<file path="config.mk">
export PLATFORM = sky130hd
export DESIGN_NAME = snoop_load_queue
export DESIGN_NICKNAME = d
export VERILOG_FILES = /design/src/rtl/lq_pkg.sv /design/src/rtl/lq_ptr.sv /design/src/rtl/lq_snoop_match.sv /design/src/rtl/snoop_load_queue.sv
export SDC_FILE = /design/constraint.sdc
export NUM_CORES = 1
export LEC_CHECK = 0
export BUFFER_PORTS_ARGS = -buffer_cell sky130_fd_sc_hd__clkbuf_2
export CAP_MARGIN = 10
export CORE_MARGIN = 4
export CORE_UTILIZATION = 40
export CTS_CLUSTER_SIZE = 28
export DETAILED_ROUTE_END_ITERATION = 10
export PLACE_DENSITY = 0.68
export SETUP_SLACK_MARGIN = 0.05
export SYNTH_ARGS = -nofsm -noshare
export SYNTH_HDL_FRONTEND = slang
export SYNTH_SLANG_ARGS = --single-unit
export TNS_END_PERCENT = 50
</file>
<file path="constraint.sdc">
create_clock -name clk -period 5.92 [get_ports clk]
set_input_delay 1.184 -clock clk [delete_from_list [all_inputs] [get_ports clk]]
set_output_delay 1.184 -clock clk [all_outputs]
set_load 0.03 [all_outputs]
</file>
<file path="src/rtl/lq_pkg.sv">
package lq_pkg;
   typedef enum logic [1:0] {
      SNP_READ    = 2'b00,
      SNP_WRITE   = 2'b01,
      SNP_UPGRADE = 2'b10,
      SNP_IDLE    = 2'b11
   } snoop_kind_e;

   // Only transactions that take ownership away from this core can
   // invalidate a speculative load result.
   function automatic logic takes_ownership(input logic [1:0] kind);
      return (kind == SNP_WRITE) || (kind == SNP_UPGRADE);
   endfunction
endpackage

</file>
<file path="src/rtl/lq_ptr.sv">
module lq_ptr #(
   parameter int DEPTH = 8,
   localparam int IDX_W = (DEPTH > 1) ? $clog2(DEPTH) : 1
) (
   input  logic             clk,
   input  logic             rst_n,
   input  logic             step,
   input  logic             load,
   input  logic [IDX_W-1:0] load_val,
   output logic [IDX_W-1:0] q
);
   localparam logic [IDX_W-1:0] LAST = IDX_W'(DEPTH - 1);

   always_ff @(posedge clk) begin
      if (!rst_n)    q <= '0;
      else if (load) q <= load_val;
      else if (step) q <= (q == LAST) ? '0 : q + 1'b1;
   end

   // wrapping keeps the pointer inside the slot range
   assert_ptr_range_R2: assert property (@(posedge clk) disable iff (!rst_n)
      32'(q) < DEPTH);
endmodule

</file>
<file path="src/rtl/lq_snoop_match.sv">
module lq_snoop_match #(
   parameter int DEPTH  = 8,
   parameter int LINE_W = 26
) (
   input  logic              snoop_en,
   input  logic [LINE_W-1:0] snoop_line,
   input  logic [DEPTH-1:0]  armed,
   input  logic [LINE_W-1:0] line_tab [DEPTH],
   output logic [DEPTH-1:0]  hit
);
   for (genvar g = 0; g < DEPTH; g++) begin : g_cmp
      assign hit[g] = snoop_en & armed[g] & (line_tab[g] == snoop_line);
   end
endmodule

</file>
<file path="src/rtl/snoop_load_queue.sv">
module snoop_load_queue #(
   parameter int DEPTH    = 8,
   parameter int ADDR_W   = 32,
   parameter int LINE_OFF = 6,
   localparam int IDX_W   = (DEPTH > 1) ? $clog2(DEPTH) : 1,
   localparam int CNT_W   = $clog2(DEPTH + 1),
   localparam int LINE_W  = ADDR_W - LINE_OFF
) (
   input  logic              clk,
   input  logic              rst_n,
   input  logic              alloc_valid,
   output logic              alloc_ready,
   output logic [IDX_W-1:0]  alloc_tag,
   input  logic              exec_valid,
   input  logic [IDX_W-1:0]  exec_tag,
   input  logic [ADDR_W-1:0] exec_addr,
   input  logic              snoop_valid,
   input  logic [1:0]        snoop_kind,
   input  logic [ADDR_W-1:0] snoop_addr,
   input  logic              commit_req,
   output logic              head_ready,
   output logic              flush
);
   import lq_pkg::*;

   if (DEPTH < 2) begin : g_bad_depth
      $error("snoop_load_queue: DEPTH must be at least 2");
   end
   if (LINE_OFF < 0 || LINE_OFF >= ADDR_W) begin : g_bad_line
      $error("snoop_load_queue: LINE_OFF must lie inside the address");
   end

   localparam logic [CNT_W-1:0] FULL_CNT = CNT_W'(DEPTH);

   logic [DEPTH-1:0]  vld_q, exe_q, rpl_q;
   logic [LINE_W-1:0] line_q [DEPTH];
   logic [CNT_W-1:0]  cnt_q;
   logic              flush_q;
   logic [IDX_W-1:0]  head_idx, tail_idx;
   logic [DEPTH-1:0]  hit;
   logic              snoop_en, commit_fire, do_flush, retire;
   logic              alloc_fire, exec_fire;

   assign snoop_en    = snoop_valid & takes_ownership(snoop_kind);
   assign alloc_ready = (cnt_q != FULL_CNT);
   assign alloc_tag   = tail_idx;
   assign head_ready  = vld_q[head_idx] & exe_q[head_idx];
   assign commit_fire = commit_req & head_ready;
   assign do_flush    = commit_fire & (rpl_q[head_idx] | hit[head_idx]);
   assign retire      = commit_fire & ~do_flush;
   assign alloc_fire  = alloc_valid & alloc_ready & ~do_flush;
   assign exec_fire   = exec_valid & (32'(exec_tag) < DEPTH) & ~do_flush
                        & vld_q[exec_tag];
   assign flush       = flush_q;

   lq_snoop_match #(.DEPTH(DEPTH), .LINE_W(LINE_W)) i_match (
      .snoop_en   (snoop_en),
      .snoop_line (snoop_addr[ADDR_W-1:LINE_OFF]),
      .armed      (vld_q & exe_q),
      .line_tab   (line_q),
      .hit        (hit)
   );

   lq_ptr #(.DEPTH(DEPTH)) i_head (
      .clk(clk), .rst_n(rst_n), .step(retire),
      .load(1'b0), .load_val(tail_idx), .q(head_idx)
   );

   lq_ptr #(.DEPTH(DEPTH)) i_tail (
      .clk(clk), .rst_n(rst_n), .step(alloc_fire),
      .load(do_flush), .load_val(head_idx), .q(tail_idx)
   );

   always_ff @(posedge clk) begin
      if (!rst_n) begin
         vld_q <= '0;
         exe_q <= '0;
         rpl_q <= '0;
      end else if (do_flush) begin
         vld_q <= '0;
         exe_q <= '0;
         rpl_q <= '0;
      end else begin
         for (int i = 0; i < DEPTH; i++) begin
            if (alloc_fire && 32'(tail_idx) == i) begin
               vld_q[i] <= 1'b1;
               exe_q[i] <= 1'b0;
               rpl_q[i] <= 1'b0;
            end else if (retire && 32'(head_idx) == i) begin
               vld_q[i] <= 1'b0;
               exe_q[i] <= 1'b0;
               rpl_q[i] <= 1'b0;
            end else begin
               if (exec_fire && 32'(exec_tag) == i) exe_q[i] <= 1'b1;
               if (hit[i])                          rpl_q[i] <= 1'b1;
            end
         end
      end
   end

   always_ff @(posedge clk) begin
      for (int i = 0; i < DEPTH; i++) begin
         if (exec_fire && 32'(exec_tag) == i)
            line_q[i] <= exec_addr[ADDR_W-1:LINE_OFF];
      end
   end

   always_ff @(posedge clk) begin
      if (!rst_n) begin
         cnt_q   <= '0;
         flush_q <= 1'b0;
      end else begin
         flush_q <= do_flush;
         if (do_flush) cnt_q <= '0;
         else          cnt_q <= cnt_q + CNT_W'(alloc_fire) - CNT_W'(retire);
      end
   end

   assert_no_overflow_R2: assert property (@(posedge clk) disable iff (!rst_n)
      cnt_q <= FULL_CNT);
   assert_empty_not_ready_R3: assert property (@(posedge clk) disable iff (!rst_n)
      (cnt_q == '0) |-> !head_ready);
   assert_marked_commit_flushes_R5: assert property (@(posedge clk) disable iff (!rst_n)
      (commit_req && head_ready && rpl_q[head_idx]) |=> flush);
   assert_flush_single_R9: assert property (@(posedge clk) disable iff (!rst_n)
      flush |=> !flush);
   assert_flush_empties_R9: assert property (@(posedge clk) disable iff (!rst_n)
      flush |-> (alloc_ready && !head_ready));
   assert_idle_commit_ignored_R11: assert property (@(posedge clk) disable iff (!rst_n)
      (commit_req && !head_ready) |=> (!flush && $stable(head_idx)));
endmodule

</file>
==> run_results.csv, run 1 <==
group,metric,value,unit
timing,hold_viol_final,0,
logic_synthesis,mappedNetlistNets,860,
layout,num-nets-final,928,
clock_network,clockRootBuffer,"clkbuf_16",
worst_setup_path,worstSetupEndpointType,"flip-flop",
route,wl_per_cell,22.89,um
clock_network,holdBufCountCts,0,
layout,fillCellCount,2326,
outcome,status,"completed",
timing,setup_violations,0,
global_routing,grt_antenna_before_repair,0,
timing,max-slew-margin-rel,0.1831,
layout,area_growth,13.39,%
layout,fraction_of_layout_cells_with_a_size_suffix_above_1,0.1524,
timing,hold_ws,0.4726,ns
clock_network,cts_tree,"built",
worst_setup_path,timing_worst_setup_path_type,"input port to flip-flop",
timing,post-route-period-util,0.7518,
floorplanning,core-area,26280,um^2
route,detail_route.wirelength,27.20,mm
layout,fin_util,0.4661,
power_and_ir_drop,powerDensity,304.3,nW/um^2
timing,rsz_0062_raised_after_global_routing,"false",
clock_network,cts-resized-gates,0,
layout,seq_area,6947,um^2
route,dr.pass1.iters,5,
clock_network,worstSkewPairLatency,0.55,ns
route,postRouteAntennaNets,0,
logic_synthesis,synth_warn,0,
floorplanning,die_w,172.3,um
power_and_ir_drop,post-layout-total-power,3.727,mW
route,drt-vias-per-instance,5.431,
global_routing,grt_start_max_net_pins,28,
logic_synthesis,synth_flop_cell,"edfxtp_1",
timing,finClkSkew,0.02887,ns
logic_synthesis,yosys_register_bits,243,
timing,tns,0,ns
floorplanning,die_area,29700,um^2
clock_network,path_clk_slew,0.06,ns
clock_network,clockBufferDepth,3,
min_path,min-delay-path-class,"flip-flop to flip-flop",
power_and_ir_drop,peakVddDrop,0.0002238,V
layout,multi_input_comb_area,3588,um^2
placed_design,place_congestion,0.8802,
worst_setup_path,cp_data_arrival_time,4.74,ns
logic_synthesis,share_of_the_yosys_chip_area_belonging_to_registers,0.6430,
layout,layout.cells.non_filler,1188,
worst_setup_path,required,6.21,ns
logic_synthesis,area_of_the_mapped_netlist,10800,um^2
route,drt_first_iter_violations,618,
placed_design,post-place-cells,1142,
timing,fin_crit,4.451,ns
logic_synthesis,asyncSetResetFlopFracSynth,0,
global_routing,grt_overflow,0,
floorplanning,initial_utilization,0.4111,
layout,fin_area,12250,um^2
logic_synthesis,syn_inst,767,
route,detail_route.drc_violations,0,
floorplanning,design.portCount,81,
worst_setup_path,setup.worst_path.start_class,"input port",
timing,timing_worst_slew_pin_value,1.225,ns
placed_design,place.detailed.hpwl,18.38,mm
placed_design,placed_area,11440,um^2
logic_synthesis,synth_cell_types,52,
global_routing,global_route_wire_length_before_repair,39.90,mm
clock_network,cts.repair_timing.setup_buffer_count,0,
worst_setup_path,worstPathMaxFanout,25,
run,cap_viol_max_count,0,
worst_setup_path,r2r_setup_slack,1.93,ns
logic_synthesis,synthesized_area_divided_by_synthesized_cell_count,14.08,um^2
route,route.vias.total,6452,
timing,slew_viol_final,0,
layout,antenna-diode-count,0,
placed_design,number_of_buffers_inserted_by_port_buffering,68,
global_routing,via_count_of_the_first_global_routing_pass,6306,
floorplanning,die_h,172.3,um
clock_network,tritoncts_num_sinks,243,
placed_design,dp_worst_setup_slack,0.9353,ns
logic_synthesis,synth-edff-count,208,
clock_network,numCtsBuffers,26,
clock_network,htree_num_levels,1,
global_routing,overall_track_demand_over_capacity_in_global_routing,0.1825,
timing,final_worst_setup_slack,1.469,ns
timing,maxClockFrequency,224.7,MHz
power_and_ir_drop,p_leak,4.053,nW
floorplanning,rows,59,
==> registers in the layout (all words and copies together), names as in the netlist <==
| signal | flops |
|---|---|
| i_head.q | 3 |
| exe_q | 8 |
| i_tail.q | 3 |
| line_q | 208 |
| vld_q | 8 |
| flush | 1 |
| rpl_q | 8 |
| cnt_q | 4 |
==> worst paths after layout <==
path / start / to / cells after the start
worst min-delay path: rpl_q[7]$_SDFFE_PP0P_ / rpl_q[7]$_SDFFE_PP0P_ / 2
worst min register to register: rpl_q[7]$_SDFFE_PP0P_ / rpl_q[7]$_SDFFE_PP0P_ / 2
worst max register to register: i_head.q[0]$_SDFFE_PN0P_ / line_q[3]$_DFFE_PP_ / 7
worst max-delay path: snoop_addr[8] / line_q[3]$_DFFE_PP_ / 9
==> final cells by class <==
| cell class | instances | area share |
|---|---|---|
| clock buffers | 33 | 0.05526 |
| clock inverters | 13 | 0.01073 |
| inverters | 19 | 0.005822 |
| multi-input cells | 467 | 0.2930 |
| flip-flops and latches | 243 | 0.5671 |
| well taps | 335 | 0.03422 |
| repair buffers | 78 | 0.03391 |
==> placed cells by master, fill, tap and decap left out, types with 3 or more instances in the layout <==
| cell type | count |
|---|---|
| clkinv_2 | 3 |
| a211oi_1 | 4 |
| edfxtp_1 | 208 |
| a41oi_2 | 5 |
| clkinv_1 | 7 |
| or4_1 | 4 |
| a41oi_1 | 4 |
| nor2_1 | 22 |
| nand3_1 | 16 |
| o21ai_0 | 9 |
| and2_1 | 6 |
| and3_1 | 5 |
| dfxtp_1 | 35 |
| nor3_1 | 11 |
| clkbuf_1 | 7 |
| nand4_1 | 33 |
| ha_1 | 17 |
| o21ai_1 | 3 |
| nor3_2 | 3 |
| xor2_1 | 93 |
| nor4_1 | 33 |
| inv_1 | 18 |
| xnor2_1 | 118 |
| nand2_1 | 30 |
| buf_4 | 10 |
| a21oi_1 | 16 |
| nor3b_1 | 3 |
| and4_1 | 4 |
| clkbuf_16 | 26 |
| clkbuf_2 | 68 |
==> kinds of logic after synthesis <==
family,Yosys count,share of synthesized area
fa+ha+maj,18,0.02154
buf+inv,57,0.02617
simple gates,180,0.09289
compound gates,55,0.04019
xor+xnor,211,0.1711
mux,3,0.005096
flops,243,0.6430
==> routing by layer <==
layer | vias up | routed length (um) | global-route usage
li1 | 2937 | - | -
met1 | 3197 | 11370 | 0.2500
met2 | 270 | 12980 | 0.2974
met3 | 48 | 1982 | 0.03224
met4 | 0 | 865 | 0.05742
met5 | - | 0 | 0
==> where the power goes <==
group          total [mW]  internal [mW]  switching, mW  leakage (nW)
Combinational       0.287          0.101          0.185          1.51
Sequential           1.89           1.88         0.0158          2.15
Clock                1.55          0.895          0.652         0.391
==> worst max-delay path, cell delays in order <==
cell and delay, ns:
clkbuf_2 0.32, xnor2_1 0.17, nand4_1 0.21, nor4_1 0.65, a41oi_1 0.28, a221o_1 0.42, o31a_4 0.48, and4_1 0.64
buf_4 0.36
==> cells in the mapped netlist (all sizes together), types with 2 or more instances <==
cell type / instances / area [um^2]
edfxtp: 208 / 6246
xnor2: 118 / 1033
xor2: 93 / 814.5
dfxtp: 35 / 700.7
nor4: 34 / 219.0
buf: 33 / 192.7
nand4: 33 / 206.5
nand2: 31 / 118.9
nor2: 22 / 82.58
inv: 19 / 71.31
ha: 17 / 212.7
a21oi: 16 / 80.08
nand3: 16 / 80.08
nor3: 14 / 70.07
o21ai: 12 / 60.05
a41oi: 9 / 116.4
a211oi: 6 / 55.05
and2: 6 / 37.54
and3: 5 / 31.28
and4: 5 / 46.29
clkbuf: 5 / 18.77
or4: 4 / 30.03
nor3b: 3 / 22.52
a311oi: 2 / 17.52
mux4: 2 / 45.04
nor2b: 2 / 12.51
o41ai: 2 / 17.52
Power figures use the tool's default switching activity.
==> run 2, diff against run 1 <==
==> constraint.sdc (replaced) <==
create_clock -name clk -period 4.3 [get_ports clk]
set_input_delay 0.86 -clock clk [delete_from_list [all_inputs] [get_ports clk]]
set_output_delay 0.86 -clock clk [all_outputs]
set_load 0.03 [all_outputs]
==> run_results.csv, run 2 (same netlist as run 1, synthesis figures left out) <==
group,metric,value,unit
floorplanning,die_area,29700,um^2
layout,register_bank_with_the_most_flops,"line_q",
route,route.vias.total,6502,
timing,finClkSkew,0.02009,ns
layout,layout.cells.most_common,"edfxtp_1",
global_routing,global_route_wire_length_before_repair,40.50,mm
global_routing,grt_start_max_net_pins,28,
run,cap_viol_max_count,0,
floorplanning,die_h,172.3,um
layout,num-nets-final,968,
worst_setup_path,setup.worst_path.start_class,"input port",
outcome,status,"completed",
worst_setup_path,critical-path-slowest-cell,"nor4_1",
placed_design,place_congestion,0.8426,
worst_setup_path,timing.reg2reg.worst_path_depth,13,
timing,hold_ws,0.4676,ns
clock_network,numCtsBuffers,26,
worst_setup_path,worstSetupEndpointType,"flip-flop",
layout,fin_area,12720,um^2
timing,maxClockFrequency,272.1,MHz
layout,final_cell_mix,"edfxtp_1 (208), xnor2_1 (118), xor2_1 (93)",
route,drt-vias-per-instance,5.286,
layout,fillCellCount,2308,
layout,fraction_of_layout_cells_with_a_size_suffix_above_1,0.1989,
route,detail_route.drc_violations,0,
layout,antenna-diode-count,0,
placed_design,place.detailed.hpwl,19.16,mm
clock_network,cts_tree,"built",
clock_network,cts-resized-gates,0,
floorplanning,core-area,26280,um^2
min_path,min-delay-path-class,"flip-flop to flip-flop",
route,wl_per_cell,22.10,um
timing,tns,0,ns
timing,fin_crit,3.676,ns
worst_setup_path,timing_worst_setup_path_type,"input port to flip-flop",
min_path,hold_depth,2,
timing,timing_worst_slew_pin_value,0.6803,ns
clock_network,clockBufferDepth,3,
timing,rsz_0062_raised_after_global_routing,"false",
floorplanning,design.portCount,81,
placed_design,dp_worst_setup_slack,0.09595,ns
worst_setup_path,worstPathCellList,"clkbuf_2 -> xor2_1 -> nor4_1 -> buf_4 -> nand4_1 -> nor4_1 -> buf_4 -> o41ai_1 -> o211ai_2 -> inv_2 -> ha_1 -> inv_1 -> ha_1 -> fa_1 -> xnor2_1 -> nor2_1",
clock_network,holdBufCountCts,0,
floorplanning,initial_utilization,0.4111,
worst_setup_path,critical-path-max-stage-delay,0.42,ns
timing,final_worst_setup_slack,0.6245,ns
worst_setup_path,cp_data_arrival_time,4.10,ns
layout,fin_util,0.4842,
global_routing,grt_antenna_before_repair,0,
route,postRouteAntennaNets,0,
floorplanning,rows,59,
worst_setup_path,required,4.73,ns
placed_design,number_of_buffers_inserted_by_port_buffering,68,
global_routing,grt_overflow,0,
floorplanning,die_w,172.3,um
layout,largest_register_ff_count,208,
route,dr.pass1.iters,5,
power_and_ir_drop,p_leak,4.305,nW
route,drt_first_iter_violations,695,
global_routing,via_count_of_the_first_global_routing_pass,6585,
timing,hold_viol_final,0,
placed_design,placed_area,11850,um^2
timing,setup_violations,0,
global_routing,overall_track_demand_over_capacity_in_global_routing,0.1841,
worst_setup_path,worstPathMaxFanout,6,
clock_network,cts.repair_timing.setup_buffer_count,0,
route,detail_route.wirelength,27.18,mm
timing,slew_viol_final,0,
power_and_ir_drop,powerDensity,413.1,nW/um^2
timing,max-slew-margin-rel,0.5458,
timing,post-route-period-util,0.8548,
clock_network,tritoncts_num_sinks,243,
clock_network,clockRootBuffer,"clkbuf_16",
clock_network,path_clk_slew,0.06,ns
clock_network,htree_num_levels,1,
layout,area_growth,17.79,%
power_and_ir_drop,peakVddDrop,0.0003848,V
clock_network,worstSkewPairLatency,0.55,ns
[run 2: cell types whose count changed in the layout (fill, tap and decap cells not counted), sizes merged]
cell,change
buf,+40
clkbuf,-4
clkinv,+3
clkinvlp,+2
bufinv,+1
[run 2: stage by stage]
stage / cells / total power [mW]
floorplan: 767 / 2.908
global placement: 1182 / 3.062
detailed placement: 1182 / 3.070
CTS: 1230 / 5.299
global route: 1230 / 5.440
finish: 1230 / 5.256
[run 2: worst paths after layout]
check | from | end | slack [ns]
min | rpl_q[7]$_SDFFE_PP0P_ | rpl_q[7]$_SDFFE_PP0P_ | 0.47
max reg2reg | line_q[197]$_DFFE_PP_ | cnt_q[1]$_SDFF_PP0_ | 0.77
max | snoop_addr[26] | cnt_q[2]$_SDFF_PP0_ | 0.62
min reg2reg | rpl_q[7]$_SDFFE_PP0P_ | rpl_q[7]$_SDFFE_PP0P_ | 0.47
[run 2: cell type report]
class / count / area [um^2] / share of cell area
inverters: 19 / 71.32 / 0.005605
repair buffers: 118 / 828.3 / 0.06509
clock inverters: 19 / 209.0 / 0.01642
clock buffers: 29 / 661.9 / 0.05202
flip-flops and latches: 243 / 6947 / 0.5459
well taps: 335 / 419.2 / 0.03294
multi-input cells: 467 / 3588 / 0.2820
[run 2: report_power, final]
group | switching, mW | leakage, nW | internal, mW | total (mW)
clock | 0.936 | 0.420 | 1.30 | 2.24
sequential | 0.0218 | 2.15 | 2.58 | 2.61
combinational | 0.253 | 1.73 | 0.159 | 0.412
total | 1.21 | 4.30 | 4.05 | 5.26
[run 2: critical path, delay by kind of cell]
family,cells,cell delay (ns)
compound gates,2,0.31
xor+xnor,2,0.38
fa+ha+maj,3,0.89
buf+inv,5,0.70
simple gates,4,0.97
[run 2: routing by layer]
layer / part of all wire / global-route usage
met2: 0.49 / 0.3121
met1: 0.43 / 0.2481
met4: 0.026 / 0.04956
met5: 0 / 0
met3: 0.060 / 0.02789
==> run 3, diff against run 2 <==
--- a/config.mk
+++ b/config.mk
@@ -7,11 +7,13 @@
 export LEC_CHECK = 0
 export BUFFER_PORTS_ARGS = -buffer_cell sky130_fd_sc_hd__clkbuf_2
 export CAP_MARGIN = 10
+export CELL_PAD_IN_SITES_DETAIL_PLACEMENT = 1
+export CELL_PAD_IN_SITES_GLOBAL_PLACEMENT = 2
 export CORE_MARGIN = 4
 export CORE_UTILIZATION = 40
 export CTS_CLUSTER_SIZE = 28
 export DETAILED_ROUTE_END_ITERATION = 10
-export PLACE_DENSITY = 0.68
+export PLACE_DENSITY = 0.86
 export SETUP_SLACK_MARGIN = 0.05
 export SYNTH_ARGS = -nofsm -noshare
 export SYNTH_HDL_FRONTEND = slang
==> constraint.sdc (replaced) <==
create_clock -name clk -period 3.6 [get_ports clk]
set_input_delay 0.72 -clock clk [delete_from_list [all_inputs] [get_ports clk]]
set_output_delay 0.72 -clock clk [all_outputs]
set_load 0.03 [all_outputs]
==> run_results.csv, run 3 (same netlist as run 1, synthesis figures left out) <==
group,metric,value,unit
timing,timing_worst_slew_pin_value,0.5584,ns
floorplanning,initial_utilization,0.4111,
layout,multi_input_comb_area,3710,um^2
clock_network,tritoncts_num_sinks,243,
timing,maxClockFrequency,291.8,MHz
layout,num-nets-final,1018,
worst_setup_path,crit_family,"simple AND/OR/NAND/NOR gates",
worst_setup_path,timing.critical_path.buf_inv,5,
timing,setup_violations,0,
placed_design,post-place-cells,1231,
floorplanning,die_area,29700,um^2
layout,final_cell_mix,"edfxtp_1 (208), xnor2_1 (117), xor2_1 (93)",
worst_setup_path,required,4.03,ns
clock_network,clockRootBuffer,"clkbuf_16",
route,drt-vias-per-instance,5.409,
worst_setup_path,worstPathCellList,"clkbuf_2 -> buf_4 -> buf_4 -> xnor2_1 -> nand4_1 -> or4_1 -> nor4_1 -> nor4_1 -> o211ai_2 -> inv_2 -> ha_4 -> inv_2 -> ha_4 -> fa_1 -> and3_1",
worst_setup_path,timing_worst_setup_path_type,"input port to flip-flop",
global_routing,grt_start_max_net_pins,27,
clock_network,worstSkewPairLatency,0.54,ns
clock_network,htree_num_levels,1,
timing,hold_viol_final,0,
placed_design,place.detailed.hpwl,22.63,mm
floorplanning,core-area,26280,um^2
timing,rsz_0062_raised_after_global_routing,"true",
clock_network,holdBufCountCts,0,
timing,post-route-period-util,0.9519,
timing,finClkSkew,0.02004,ns
timing,final_worst_setup_slack,0.1731,ns
floorplanning,die_h,172.3,um
global_routing,grt_overflow,0,
layout,layout.cells.non_filler,1280,
min_path,min-delay-path-class,"flip-flop to flip-flop",
floorplanning,rows,59,
run,cap_viol_max_count,0,
placed_design,dp_worst_setup_slack,-0.5706,ns
layout,register_bank_with_the_most_flops,"line_q",
route,detail_route.wirelength,31.61,mm
route,wl_per_cell,24.69,um
layout,layout.cells.most_common,"edfxtp_1",
timing,max-slew-margin-rel,0.6277,
worst_setup_path,worst-path-stages,15,
placed_design,place_congestion,0.8264,
power_and_ir_drop,peakVddDrop,0.0003448,V
worst_setup_path,setup.worst_path.start_class,"input port",
global_routing,via_count_of_the_first_global_routing_pass,7448,
worst_setup_path,timing.reg2reg.worst_path_depth,14,
floorplanning,design.portCount,81,
route,route.vias.total,6923,
layout,fillCellCount,2644,
global_routing,grt_antenna_before_repair,0,
route,dr.pass1.iters,4,
worst_setup_path,cp_data_arrival_time,3.86,ns
clock_network,clockBufferDepth,3,
placed_design,number_of_buffers_inserted_by_port_buffering,68,
route,drt_first_iter_violations,459,
layout,largest_register_ff_count,208,
clock_network,cts_tree,"built",
timing,slew_viol_final,0,
min_path,hold_path_startpoint,"rpl_q[7]$_SDFFE_PP0P_",
min_path,holdPathEnd,"rpl_q[7]$_SDFFE_PP0P_",
layout,area_growth,22.34,%
global_routing,overall_track_demand_over_capacity_in_global_routing,0.2168,
worst_setup_path,critical-path-max-stage-delay,0.62,ns
outcome,status,"completed",
timing,fin_crit,3.427,ns
route,postRouteAntennaNets,0,
layout,antenna-diode-count,0,
clock_network,numCtsBuffers,26,
worst_setup_path,r2r_start,"line_q[192]$_DFFE_PP_",
clock_network,path_clk_slew,0.06,ns
power_and_ir_drop,powerDensity,469.2,nW/um^2
layout,seq_area,6947,um^2
worst_setup_path,worstSetupEndpointType,"flip-flop",
worst_setup_path,critical-path-slowest-cell,"or4_1",
power_and_ir_drop,p_leak,4.570,nW
worst_setup_path,r2r_setup_slack,0.18,ns
layout,fraction_of_layout_cells_with_a_size_suffix_above_1,0.2466,
global_routing,global_route_wire_length_before_repair,47.24,mm
min_path,hold_depth,2,
worst_setup_path,timing.rr.end,"cnt_q[1]$_SDFF_PP0_",
floorplanning,die_w,172.3,um
worst_setup_path,worstPathMaxFanout,6,
route,detail_route.drc_violations,0,
run 3: cell count changes in the layout (fill, tap and decap cells not counted), moves of 3 or more:
cell	change
nor3_2	-3
clkinv_1	+4
ha_1	-3
nor3_4	+3
clkbuf_1	+3
buf_4	+44
buf_12	+6
ha_4	+3
run 3: metrics by stage:
| stage | setup TNS [ns] | power (mW) | utilization | instance area [um^2] | hold slack, ns |
|---|---|---|---|---|---|
| 3_3_place_gp | -64.71 | 3.708 | 0.4686 | 12320 | 0.4399 |
| 4_1_cts | 0 | 6.248 | 0.5019 | 13190 | 0.4685 |
| 3_5_place_dp | -71.91 | 3.733 | 0.4686 | 12320 | 0.4535 |
| 5_1_grt | 0 | 6.422 | 0.5029 | 13220 | 0.4832 |
| 6_report | 0 | 6.201 | 0.5029 | 13220 | 0.4696 |
| 2_1_floorplan | -0.4712 | 3.476 | - | 10840 | 0.4283 |
run 3: worst register-to-register path, delay by kind of cell, from the launching register on:
family                     cells  cell delay, ns
DFF                            1            0.45
xor gates and xnor gates       1            0.26
AOI/OAI and AO/OA              3            0.81
adders and majority gates      3            0.72
buffers and inverters          3            0.41
and+or+nand+nor                4            0.66
run 3: power by group:
| group | switching (mW) | internal (mW) | total [mW] |
|---|---|---|---|
| sequential | 0.0281 | 3.09 | 3.11 |
| clock | 1.07 | 1.43 | 2.51 |
| combinational | 0.342 | 0.237 | 0.579 |
run 3: what timing repair did:
| action | 4_1_cts | 5_1_grt |
|---|---|---|
| setup endpoints to repair | 81 | 81 |
| pin swaps | 9 | 9 |
| resized for setup | 12 | 3 |
| setup buffers | 1 | 0 |
run 3: layout make-up:
class / instances / share of cell area
clock buffers: 33 / 0.05283
clock inverters: 15 / 0.007006
well taps: 335 / 0.03171
flip-flops and latches: 243 / 0.5256
repair buffers: 168 / 0.09675
multi-input cells: 467 / 0.2807
inverters: 19 / 0.005396
run 3: how the worst max path moves through the flow:
stage / start / to
2_1_floorplan: snoop_addr[19] / cnt_q[1]$_SDFF_PP0_
5_1_grt: line_q[192]$_DFFE_PP_ / cnt_q[1]$_SDFF_PP0_
6_report: snoop_addr[14] / cnt_q[1]$_SDFF_PP0_
3_3_place_gp: snoop_addr[16] / cnt_q[1]$_SDFF_PP0_
4_1_cts: line_q[192]$_DFFE_PP_ / cnt_q[1]$_SDFF_PP0_
3_5_place_dp: snoop_addr[16] / cnt_q[1]$_SDFF_PP0_
run 3: metal layers:
metal  up-vias  GRT usage  wire length [um]
li1       3120          -                 -
met1      3526     0.2759             12690
met2       209     0.3793             16070
met3        68    0.02858              1624
met4         0    0.07929              1228
met5         -          0                 0
